<file path="src/rtl/edo_seq_pkg.sv">
package edo_seq_pkg;

  typedef enum logic [2:0] {
    ST_IDLE = 3'd0,
    ST_ASET = 3'd1,
    ST_RACT = 3'd2,
    ST_CACT = 3'd3,
    ST_HOLD = 3'd4,
    ST_REF  = 3'd5
  } seq_state_e;

  typedef enum logic [1:0] {
    AS_NONE = 2'd0,
    AS_ROW  = 2'd1,
    AS_COL  = 2'd2
  } addr_sel_e;

  function automatic int unsigned max2(input int unsigned a, input int unsigned b);
    return (a > b) ? a : b;
  endfunction

endpackage

</file>
<file path="src/rtl/edo_strobe_timer.sv">
module edo_strobe_timer #(
  parameter int unsigned LIMIT = 1
) (
  input  logic clk,
  input  logic rst_n,
  input  logic level,
  output logic met
);
  localparam int unsigned CNT_W = $clog2(LIMIT + 1);
  localparam logic [CNT_W-1:0] CAP = CNT_W'(LIMIT);
  localparam logic [CNT_W:0]   LIM_X = (CNT_W+1)'(LIMIT);

  logic [CNT_W-1:0] cnt_q, cnt_d;
  logic             cnt_en;

  always_comb begin
    if (!level)
      cnt_d = '0;
    else if (cnt_q != CAP)
      cnt_d = cnt_q + 1'b1;
    else
      cnt_d = cnt_q;
    cnt_en = (cnt_d != cnt_q);
  end

  always_ff @(posedge clk or negedge rst_n) begin
    if (!rst_n)
      cnt_q <= '0;
    else if (cnt_en)
      cnt_q <= cnt_d;
  end

  // level held this cycle and, with this cycle counted, long enough
  assign met = level && (({1'b0, cnt_q} + {{CNT_W{1'b0}}, 1'b1}) >= LIM_X);

endmodule

</file>
<file path="src/rtl/edo_addr_mux.sv">
module edo_addr_mux
  import edo_seq_pkg::*;
#(
  parameter int unsigned ADDR_W = 21,
  parameter int unsigned ROW_W  = 11
) (
  input  logic [ADDR_W-1:0] addr,
  input  addr_sel_e         sel,
  output logic [ROW_W-1:0]  bus
);
  localparam int unsigned COL_W = ADDR_W - ROW_W;

  logic [ROW_W-1:0] row_part;
  logic [ROW_W-1:0] col_part;

  assign row_part = addr[ROW_W-1:0];

  generate
    if (COL_W < ROW_W) begin : g_pad
      assign col_part = {{(ROW_W-COL_W){1'b0}}, addr[ADDR_W-1:ROW_W]};
    end else begin : g_full
      assign col_part = addr[ADDR_W-1:ROW_W];
    end
  endgenerate

  always_comb begin
    unique case (sel)
      AS_ROW:  bus = row_part;
      AS_COL:  bus = col_part;
      default: bus = '0;
    endcase
  end

endmodule

</file>
<file path="src/rtl/edo_seq.sv">
module edo_seq
  import edo_seq_pkg::*;
#(
  parameter int unsigned ADDR_W = 21,
  parameter int unsigned ROW_W  = 11,
  parameter int unsigned DATA_W = 8,
  parameter int unsigned T_RCD  = 2,
  parameter int unsigned T_CAS  = 2,
  parameter int unsigned T_RAS  = 6,
  parameter int unsigned T_RP   = 3,
  parameter int unsigned T_CP   = 2
) (
  input  logic              clk,
  input  logic              rst_n,
  input  logic              init_done,
  input  logic              req,
  input  logic              rw,
  input  logic [ADDR_W-1:0] addr,
  input  logic [DATA_W-1:0] wdata,
  output logic              ack,
  output logic              rdata_valid,
  output logic [DATA_W-1:0] rdata,
  input  logic              refresh_req,
  input  logic              refresh_done,
  output logic              refresh_grant,
  output logic [ROW_W-1:0]  dram_addr,
  output logic              dram_ras_n,
  output logic              dram_cas_n,
  output logic              dram_we_n,
  output logic              dram_oe_n,
  output logic [DATA_W-1:0] dram_dq_out,
  output logic              dram_dq_oe,
  input  logic [DATA_W-1:0] dram_dq_in
);
  localparam int unsigned PH_MAX   = max2(T_RCD, T_CAS);
  localparam int unsigned PH_W     = $clog2(PH_MAX + 1);
  localparam logic [PH_W-1:0] RCD_LAST = PH_W'(T_RCD - 1);
  localparam logic [PH_W-1:0] CAS_LAST = PH_W'(T_CAS - 1);

  seq_state_e        state_q, state_d;
  logic [PH_W-1:0]   ph_q, ph_d;
  logic              accept, sample_rd;
  logic              wr_q;
  logic [ADDR_W-1:0] addr_q;
  logic [DATA_W-1:0] wdata_q;
  logic              init_q;
  logic              ack_q, rvalid_q;
  logic [DATA_W-1:0] rdata_q;

  logic      ras_low, cas_low;
  logic      ras_act_met, ras_pre_met, cas_pre_met, pre_ok;
  addr_sel_e asel;

  // strobe decode from registered state
  always_comb begin
    ras_low = (state_q == ST_RACT) || (state_q == ST_CACT) || (state_q == ST_HOLD);
    cas_low = (state_q == ST_CACT);
    unique case (state_q)
      ST_ASET, ST_RACT: asel = AS_ROW;
      ST_CACT, ST_HOLD: asel = AS_COL;
      default:          asel = AS_NONE;
    endcase
  end

  edo_strobe_timer #(.LIMIT(T_RAS)) u_ras_act (
    .clk(clk), .rst_n(rst_n), .level(ras_low), .met(ras_act_met)
  );
  edo_strobe_timer #(.LIMIT(T_RP)) u_ras_pre (
    .clk(clk), .rst_n(rst_n), .level(!ras_low), .met(ras_pre_met)
  );
  edo_strobe_timer #(.LIMIT(T_CP)) u_cas_pre (
    .clk(clk), .rst_n(rst_n), .level(!cas_low), .met(cas_pre_met)
  );

  assign pre_ok = ras_pre_met && cas_pre_met;

  edo_addr_mux #(.ADDR_W(ADDR_W), .ROW_W(ROW_W)) u_amux (
    .addr(addr_q), .sel(asel), .bus(dram_addr)
  );

  // next state
  always_comb begin
    state_d   = state_q;
    ph_d      = ph_q;
    accept    = 1'b0;
    sample_rd = 1'b0;
    unique case (state_q)
      ST_IDLE: begin
        if (pre_ok) begin
          if (refresh_req) begin
            state_d = ST_REF;
          end else if (init_q && req) begin
            accept  = 1'b1;
            state_d = ST_ASET;
          end
        end
      end
      ST_ASET: begin
        state_d = ST_RACT;
        ph_d    = '0;
      end
      ST_RACT: begin
        if (ph_q == RCD_LAST) begin
          state_d = ST_CACT;
          ph_d    = '0;
        end else begin
          ph_d = ph_q + 1'b1;
        end
      end
      ST_CACT: begin
        if (ph_q == CAS_LAST) begin
          state_d   = ST_HOLD;
          ph_d      = '0;
          sample_rd = !wr_q;
        end else begin
          ph_d = ph_q + 1'b1;
        end
      end
      ST_HOLD: begin
        if (ras_act_met) state_d = ST_IDLE;
      end
      ST_REF: begin
        if (refresh_done) state_d = ST_IDLE;
      end
      default: state_d = ST_IDLE;
    endcase
  end

  // registers
  always_ff @(posedge clk or negedge rst_n) begin
    if (!rst_n) begin
      state_q <= ST_IDLE;
      ph_q    <= '0;
    end else begin
      state_q <= state_d;
      ph_q    <= ph_d;
    end
  end

  always_ff @(posedge clk or negedge rst_n) begin
    if (!rst_n) begin
      wr_q    <= 1'b0;
      addr_q  <= '0;
      wdata_q <= '0;
    end else if (accept) begin
      wr_q    <= rw;
      addr_q  <= addr;
      wdata_q <= wdata;
    end
  end

  always_ff @(posedge clk or negedge rst_n) begin
    if (!rst_n)
      init_q <= 1'b0;
    else if (init_done && !init_q)
      init_q <= 1'b1;
  end

  always_ff @(posedge clk or negedge rst_n) begin
    if (!rst_n) begin
      ack_q    <= 1'b0;
      rvalid_q <= 1'b0;
    end else begin
      ack_q    <= accept;
      rvalid_q <= sample_rd;
    end
  end

  always_ff @(posedge clk or negedge rst_n) begin
    if (!rst_n)
      rdata_q <= '0;
    else if (sample_rd)
      rdata_q <= dram_dq_in;
  end

  assign ack           = ack_q;
  assign rdata_valid   = rvalid_q;
  assign rdata         = rdata_q;
  assign refresh_grant = (state_q == ST_REF);
  assign dram_ras_n    = !ras_low;
  assign dram_cas_n    = !cas_low;
  assign dram_we_n     = !(cas_low && wr_q);
  assign dram_oe_n     = !(cas_low && !wr_q);
  assign dram_dq_oe    = cas_low && wr_q;
  assign dram_dq_out   = wdata_q;

endmodule

</file>
<file path="config.mk">
export PLATFORM = sky130hd
export DESIGN_NAME = edo_seq
export DESIGN_NICKNAME = d
export VERILOG_FILES = /design/src/rtl/edo_seq_pkg.sv /design/src/rtl/edo_strobe_timer.sv /design/src/rtl/edo_addr_mux.sv /design/src/rtl/edo_seq.sv
export SDC_FILE = /design/constraint.sdc
export NUM_CORES = 1
export LEC_CHECK = 0
export CAP_MARGIN = 20
export CORE_UTILIZATION = 50
export CTS_BUF_LIST = sky130_fd_sc_hd__clkbuf_2 sky130_fd_sc_hd__clkbuf_4 sky130_fd_sc_hd__clkbuf_8
export DETAILED_ROUTE_END_ITERATION = 8
export MAX_ROUTING_LAYER = met4
export PLACE_DENSITY_LB_ADDON = 0.05
export REMOVE_ABC_BUFFERS = 1
export SLEW_MARGIN = 15
export SYNTH_ARGS = -nofsm -noshare
export SYNTH_HDL_FRONTEND = slang
export SYNTH_SLANG_ARGS = --single-unit
export TNS_END_PERCENT = 1
</file>
<file path="constraint.sdc">
create_clock -name clk -period 3.2 [get_ports clk]
set_input_delay 0.32 -clock clk [delete_from_list [all_inputs] [get_ports clk]]
set_output_delay 0.32 -clock clk [all_outputs]
set_load 0.03 [all_outputs]
</file>
After elaboration in Yosys (flattened, before gate mapping):

Cells that the tools add are included.

* register bits after elaboration: 53
* bits of input ports: 44
* output and inout port bits: 35

* magnitude comparators: 3
* equal/unequal tests: 20
* add/sub/neg operators: 7
* reduce and logical (&&, ||, !) cells: 22
* muxes and demuxes: 24

Operators by type and width (count)
* $mux 3: 9
* $pmux 11 s2: 1
* $pmux 3 s6: 1
* $mux 2: 5
* $ne 2x2->1 const B: 5
* $logic_and 1x1->1: 8
* $pmux 2 s2: 2
* $add 2x1->2 const B: 3
* $add 2x1->3 const B: 2
* $eq 3x2->1 const B: 2
* $eq 3x3->1 const B: 2
* $ge 3x2->1 const B: 2
* $logic_not 1->1: 6
* $mux 1: 6
* $ne 3x3->1 const B: 2
* $reduce_and 6->1: 1
* $reduce_or 2->1: 3
* $add 3x1->4 const B: 1
* $eq 2x1->1 const B: 2
* $ge 4x3->1 const B: 1
* $ne 2x1->1 const B: 2
* $ne 2x2->1: 2
* $add 3x1->3 const B: 1
* $eq 3x1->1 const B: 1
* 5 further kinds: 6

Depth between registers and ports, before layout:

Gate-level depths: netlist (run 1).

* word-level depth: 8
* depth in mapped cells: 9
* mapped depth without buffers: 8

Cells and area by module:

A second synthesis (run 1) with hierarchy kept.

* cells, all modules: 206
* area, all modules: 2621.3 um^2

Modules (own cells, without submodules)
* edo_seq: instances 1, sequential area each 1151.1 um^2, area an instance 1934.4 um^2, cells an instance 136
* edo_addr_mux: instances 1, sequential area each 0.0 um^2, area an instance 252.7 um^2, cells an instance 29
* edo_strobe_timer at u_ras_act: instances 1, sequential area each 75.1 um^2, area an instance 219.0 um^2, cells an instance 22
* edo_strobe_timer at u_cas_pre: instances 1, sequential area each 50.0 um^2, area an instance 138.9 um^2, cells an instance 13
* edo_strobe_timer at u_ras_pre: instances 1, sequential area each 50.0 um^2, area an instance 76.3 um^2, cells an instance 6

Worst setup path after synthesis (run 1):

OpenSTA, ideal clock, no wires.

* kind: register to output
* start point: register state_q[2]
* end point: output port dram_addr[0]
* required time: 2.880 ns
* stages on the path, launching flop included: 10
* slack: 0.767 ns
* buffers on the path: 2
* arrival time: 2.113 ns
* path through: dfrtp_1 > clkbuf_1 > nor2_1 > inv_1 > nand2_1 > inv_1 > ha_1 > clkbuf_1 > a22oi_1 > nor2_1

* word-level cells in the longest chain between the ends: 5
* elaborated cells on any way between the ends: 10

Ends and longest elaborated chain
* from (decl): line edo_seq.sv:40 `seq_state_e state_q, state_d;`
* from (signal assigned): line edo_seq.sv:135 `state_q <= state_d;`
* $eq 3x2->1 (tied with other cells): line edo_seq.sv:58 `unique case (state_q)`
* $reduce_or 2->1: line edo_seq.sv:58
* $pmux 2 s2 (*): line edo_seq.sv:58
* $eq 2x2->1 / $eq 2x1->1 (equally long branches): line edo_addr_mux.sv:27 `unique case (sel)`
* $pmux 11 s2 (*): line edo_addr_mux.sv:27
* to (decl): line edo_seq.sv:26 `output logic [ROW_W-1:0] dram_addr,`

Mark *: on every way between the ends. The rest lies on a longest branch, timed or not.

Final worst setup path (run 1):

* start point: register state_q[1]
* end point: output port dram_addr[7]

The elaborated chain is that of the path after synthesis.

==> impl_metrics.csv, run 1 <==
group,metric,value,unit
cts,htreeDepth,2,
synthesis,syn-instance-count,193,
sta,setup_viol_count_final,0,
cts,cts_hold_buf,0,
global_route,grt.overflow.total,0,
critical_path,crit_fanout,10,
synthesis,synthesis.area,2400,sq um
final_layout,drive_gt1_share,19.9,%
die,core,4470,sq um
critical_path,r2r_slack,1.17,ns
critical_path,r2r-start,"u_cas_pre.cnt_q[0]",
detailed_routing,drc,7,
cts,worstSkewPairLatency,0.30,ns
detailed_routing,drt-vias-per-instance,5.26,
placement,hpwl,3.25,mm
cts,post-cts-setup-buffers,0,
power_and_ir_drop,p_leak,1.46,nW
synthesis,yosysUniqueCellTypes,34,
global_route,grt_first_pass_wirelength,7.70,mm
cts,clk_root_buffer_cell,"clkbuf_8",
final_layout,layout.nets,322,
global_route,globalRouteTotalUtil,19.9,%
sta,hold_viol_final,0,
final_layout,fin_area,3300,sq um
cts,clk_pin_slew,0.09,ns
sta,fin_tns_setup,0,ns
synthesis,async_flop_share,100,%
die,floorplan.initialDensity,53.7,%
sta,finalCriticalPeriod,2.97,ns
die,die_x,71.3,microns
placement,portBuffers,78,
critical_path,crit_end,"dram_addr[7]",
power_and_ir_drop,power-per-cell-area,947,nW/um^2
global_route,grt_pass1_vias,1682,
die,io_pins,79,
cts,cts.sinks,53,
synthesis,synth_edf_count,0,
die,floorplan.die.height,71.3,microns
detailed_routing,wirelength,4.59,mm
global_route,grt_max_degree,38,
hold_path,hold_class,"input pin to asynchronous set/reset pin",
detailed_routing,dr.pass1.iters,7,
cts,cts.path.max_buffers,2,
critical_path,rr_worst_depth,6,
sta,worst_pin_slew,0.813,ns
synthesis,seq_area_frac_synth,55.2,%
job,maxCapViolCount,0,
final_layout,fin_cells,324,
sta,finalWorstSetupSlack,0.230,ns
final_layout,final_common_cell,"clkdlybuf4s50_1",
detailed_routing,vias,1704,
detailed_routing,drtAntennaViolNets,0,
synthesis,syn_avg_cell_area,12.4,sq um
synthesis,synth_ff_type,"dfrtp_1",
sta,clock_skew,0.00472,ns
final_layout,postLayoutCoreUtil,73.7,%
placement,pre_cts_slack,0.581,ns
sta,rsz0062_at_grt,"false",
detailed_routing,drt_iter0_drc,81,
critical_path,path_class,"register to output pin",
placement,gp_congestion,0.752,
final_layout,final_cell_mix,"clkdlybuf4s50_1, dfrtp_1, mux2_2",
final_layout,area_growth,37.2,%
die,rows,24,
cts,ctsResizeCount,0,
sta,fmax,337,MHz
status,outcome,"complete, but fails checks",
critical_path,r2r_end,"addr_q[17]",
placement,dp.cells,316,
sta,relSlewSlack,45.8,%
synthesis,yosysWarnings,0,
critical_path,cp-end-kind,"output pin",
sta,fin_crit_sh,92.8,%
global_route,antenna_found_initial,0,
detailed_routing,wl_per_cell,14.2,microns
sta,slew_violations,0,
synthesis,ys_ff_latch,53,
final_layout,fill_cells,313,
cts,numCtsBuffers,5,
critical_path,critPathRequiredTime,2.88,ns
cts,cts_tree,"yes",
power_and_ir_drop,ir_worst_vdd,0.642,mV
critical_path,startpoint,"state_q[1]",
die,die-area,5090,sq um
status,violations,"DRC",
critical_path,critical_path_arrival,2.65,ns
placement,place_area,3200,sq um
final_layout,diodes,0,
critical_path,start_kind,"register",
==> flip-flops by register name (all words and copies together) (netlist names) <==
name,flops
u_ras_pre.cnt_q,2
u_ras_act.cnt_q,3
rdata,8
u_cas_pre.cnt_q,2
init_q,1
ack,1
dram_dq_out,8
state_q,3
wr_q,1
ph_q,2
addr_q,21
rdata_valid,1
==> kinds of logic after synthesis <==
family                   after synthesis  synth area share (%)
flip-flops                            53                  55.2
AND/OR/NAND/NOR                       48                  9.79
multiplexers                          40                  20.0
AO/OA/AOI/OAI                         23                  6.67
buffers and inverters                 20                  3.96
adder cells (fa/ha/maj)                7                  3.65
XOR/XNOR                               2                 0.729
==> metal layers <==
| layer | global-route usage [%] | vias to the layer above | wire (microns) |
|---|---|---|---|
| met4 | 4.67 | 0 | 36 |
| met3 | 5.06 | 4 | 289 |
| met1 | 27.4 | 825 | 2190 |
| met2 | 30.1 | 62 | 2070 |
| met5 | - | - | 0 |
| li1 | - | 813 | - |
==> cell type report <==
cell class / count / area [sq um] / area share [%]
multi-input cells: 120 / 981 / 29.8
inverters: 11 / 41.3 / 1.25
flip-flops and latches: 53 / 1330 / 40.2
well taps: 52 / 65.1 / 1.97
clock inverters: 1 / 7.51 / 0.228
repair buffers: 80 / 791 / 24.0
clock buffers: 7 / 83.8 / 2.54
==> Yosys cell counts, types with 2 or more instances <==
cell type | number | share of area [%]
nand3_1 | 2 | 0.42
a21oi_1 | 4 | 0.83
nor2_1 | 19 | 3.0
buf_4 | 3 | 0.94
clkbuf_1 | 4 | 0.62
xnor2_1 | 2 | 0.73
o21a_1 | 2 | 0.62
o21ai_0 | 2 | 0.42
nand2_1 | 9 | 1.4
o2111ai_1 | 2 | 0.73
mux2_4 | 8 | 5.0
dfrtp_1 | 53 | 55
nor2b_1 | 4 | 1.0
mux2_2 | 32 | 15
ha_1 | 7 | 3.6
and2_1 | 2 | 0.52
a22oi_1 | 10 | 3.1
nor3_1 | 2 | 0.42
inv_1 | 11 | 1.7
==> critical path: stages (launching register included) <==
cell,delay (ns)
dfrtp_1,0.46
nor2_1,0.34
nand2_1,0.09
nand2_1,0.11
ha_1,0.41
a22oi_1,0.15
nor2_1,0.11
clkdlybuf4s50_1,0.67
==> worst min-delay path by stage <==
stage,startpoint,to,slack [ns]
floorplan,rst_n,ack,0.02
global placement,u_ras_pre.cnt_q[0],u_ras_pre.cnt_q[0],0.45
detailed placement,rst_n,rdata[6],0.46
CTS,rst_n,rdata[6],0.13
global route,rst_n,rdata[1],0.17
finish,rst_n,rdata[6],0.11
==> metrics by stage <==
stage / total power, mW / hold slack, ns
6_report: 3.12 / 0.108
5_1_grt: 3.33 / 0.169
4_1_cts: 3.15 / 0.127
3_5_place_dp: 2.76 / 0.461
3_3_place_gp: 2.73 / 0.451
2_1_floorplan: 2.18 / 0.0244
==> power breakdown <==
group	leakage, nW	total [mW]	internal [mW]	switching [mW]
sequential	0.652	1.16	0.969	0.190
combinational	0.758	1.58	0.771	0.814
clock	0.0453	0.376	0.172	0.203
total	1.46	3.12	1.91	1.21
(Power assumes the default switching activity.)
==> run 2: changes to the inputs <==
--- a/config.mk
+++ b/config.mk
@@ -7,7 +7,7 @@
 export LEC_CHECK = 0
 export CAP_MARGIN = 20
 export CORE_UTILIZATION = 50
-export CTS_BUF_LIST = sky130_fd_sc_hd__clkbuf_2 sky130_fd_sc_hd__clkbuf_4 sky130_fd_sc_hd__clkbuf_8
+export CTS_BUF_LIST = sky130_fd_sc_hd__clkbuf_8
 export DETAILED_ROUTE_END_ITERATION = 8
 export MAX_ROUTING_LAYER = met4
 export PLACE_DENSITY_LB_ADDON = 0.05
@@ -15,5 +15,6 @@
 export SLEW_MARGIN = 15
 export SYNTH_ARGS = -nofsm -noshare
 export SYNTH_HDL_FRONTEND = slang
+export SYNTH_HIERARCHICAL = 1
 export SYNTH_SLANG_ARGS = --single-unit
 export TNS_END_PERCENT = 1
==> impl_metrics.csv, run 2 <==
group,metric,value,unit
final_layout,diodes,0,
sta,fin_tns_setup,0,ns
placement,portBuffers,78,
sta,finalCriticalPeriod,3.04,ns
final_layout,final_common_cell,"clkdlybuf4s50_1",
cts,cts.path.max_buffers,2,
power_and_ir_drop,p_leak,1.54,nW
critical_path,start_kind,"register",
synthesis,yosysMostFrequentCell,"dfrtp_1",
placement,hpwl,3.51,mm
critical_path,cp-end-kind,"output pin",
detailed_routing,vias,1787,
final_layout,ff_latch_area,1330,sq um
cts,cts_hold_buf,0,
synthesis,ys_ff_latch,53,
placement,gp_congestion,0.849,
sta,fin_crit_sh,95.0,%
sta,worst_pin_slew,0.587,ns
detailed_routing,drtAntennaViolNets,0,
cts,clk_root_buffer_cell,"clkbuf_8",
sta,rsz0062_at_grt,"false",
sta,setup_viol_count_final,0,
final_layout,fin_cells,350,
final_layout,largest_reg_flops,21,
die,core,4880,sq um
detailed_routing,drt-vias-per-instance,5.11,
critical_path,rr_worst_depth,9,
synthesis,seq_area_frac_synth,50.6,%
global_route,grt.overflow.total,0,
cts,cts.sinks,53,
hold_path,hold_class,"input pin to asynchronous set/reset pin",
final_layout,final_cell_mix,"clkdlybuf4s50_1, dfrtp_1, mux2_2",
power_and_ir_drop,ir_worst_vdd,0.598,mV
global_route,grt_first_pass_wirelength,8.00,mm
synthesis,synth_top_area_share,50.6,%
cts,cts_tree,"yes",
final_layout,multiInputGateArea,1160,sq um
global_route,antenna_found_initial,0,
power_and_ir_drop,power-per-cell-area,964,nW/um^2
sta,fmax,329,MHz
final_layout,layout.nets,335,
sta,clock_skew,0.0116,ns
synthesis,yosysTopAreaCell,"dfrtp_1",
final_layout,area_growth,34.9,%
global_route,grt_pass1_vias,1726,
job,maxCapViolCount,0,
detailed_routing,wirelength,4.90,mm
critical_path,critPathRequiredTime,2.88,ns
die,floorplan.die.height,74.4,microns
placement,pre_cts_slack,0.468,ns
die,io_pins,79,
global_route,grt_max_degree,31,
sta,hold_viol_final,0,
cts,htreeDepth,2,
die,die_x,74.4,microns
final_layout,drive_gt1_share,27.6,%
critical_path,critical_path_arrival,2.72,ns
synthesis,synthesis.area,2620,sq um
synthesis,synth_edf_count,0,
status,outcome,"finished, final reports clean",
sta,slew_violations,0,
critical_path,crit_fanout,13,
synthesis,synth_common_cells,"dfrtp_1, mux2_2, inv_1, nand2_1, nor2_2",
final_layout,fill_cells,390,
detailed_routing,dr.pass1.iters,4,
synthesis,async_flop_share,100,%
placement,place_area,3430,sq um
synthesis,syn-instance-count,206,
final_layout,largest_register,"addr_q",
global_route,globalRouteTotalUtil,19.6,%
cts,worstSkewPairLatency,0.30,ns
synthesis,syn_avg_cell_area,12.7,sq um
detailed_routing,drc,0,
die,rows,25,
synthesis,yosysWarnings,6,
sta,finalWorstSetupSlack,0.160,ns
synthesis,yosysUniqueCellTypes,45,
final_layout,postLayoutCoreUtil,72.5,%
synthesis,synth_area_leaders,"dfrtp_1, mux2_2, mux2_4",
detailed_routing,drt_iter0_drc,81,
cts,clk_pin_slew,0.10,ns
die,floorplan.initialDensity,53.7,%
cts,numCtsBuffers,5,
die,die-area,5540,sq um
sta,relSlewSlack,60.9,%
detailed_routing,wl_per_cell,14.0,microns
synthesis,synth_ff_type,"dfrtp_1",
placement,dp.cells,343,
critical_path,path_class,"register to output pin",
final_layout,fin_area,3540,sq um
[run 2: metal layers]
| metal | up-vias | GRT usage, % | wire length, microns |
|---|---|---|---|
| met5 | - | - | 0 |
| met3 | 4 | 5.01 | 290 |
| met4 | 0 | 6.08 | 46 |
| met2 | 56 | 30.2 | 2320 |
| met1 | 866 | 25.4 | 2240 |
| li1 | 861 | - | - |
[run 2: cell type report]
cell class | instances | share of cell area (%)
multi-input combinational | 129 | 32.7
tap | 67 | 2.37
inverter | 12 | 1.27
timing repair buffer | 82 | 23.1
clock buffer | 5 | 1.95
sequential | 53 | 37.5
clock inverter | 2 | 0.991
[run 2: through the flow]
stage | power, mW | hold WS [ns]
floorplan | 2.37 | 0.0244
CTS | 3.44 | 0.0167
finish | 3.41 | 0.00231
global route | 3.62 | 0.0444
global placement | 2.96 | 0.351
detailed placement | 3.00 | 0.353
[run 2: repair_timing]
| action | in CTS | in global routing |
|---|---|---|
| setup buffers | 0 | 0 |
| gates resized for setup | 0 | 1 |
| setup endpoints to repair | 0 | 3 |
[run 2: logic make-up (layout without fill, tap and decap cells)]
logic type / after synthesis / count (layout) / share of synthesized area [%]
simple gates: 48 / 48 / 11.3
xor+xnor: 2 / 2 / 0.668
compound gates: 31 / 31 / 10.1
buf+inv: 24 / 101 / 5.25
fa+ha+maj: 8 / 8 / 3.82
flops: 53 / 53 / 50.6
mux: 40 / 40 / 18.3
[run 2: critical path: stages (launching register included)]
cell	delay, ns
dfrtp_1	0.54
nor2_1	0.32
nand2_1	0.14
nand2_1	0.11
ha_1	0.43
nor2_2	0.20
clkdlybuf4s50_1	0.68
[run 2: final timing paths]
check	endpoint	startpoint	slack, ns
min	dram_dq_out[2]	rst_n	0.002
min in group clk	u_ras_pre/cnt_q[0]	u_ras_pre/cnt_q[0]	0.46
min reg2reg	u_ras_pre/cnt_q[0]	u_ras_pre/cnt_q[0]	0.46
max in group asynchronous	state_q[2]	rst_n	2.40
max reg2reg	addr_q[17]	state_q[1]	0.61
max	dram_addr[4]	state_q[1]	0.16
[run 2: power breakdown]
part / switching [mW] / internal (mW) / total (mW)
Combinational: 0.932 / 0.843 / 1.78
Clock: 0.209 / 0.228 / 0.436
Sequential: 0.235 / 0.963 / 1.20
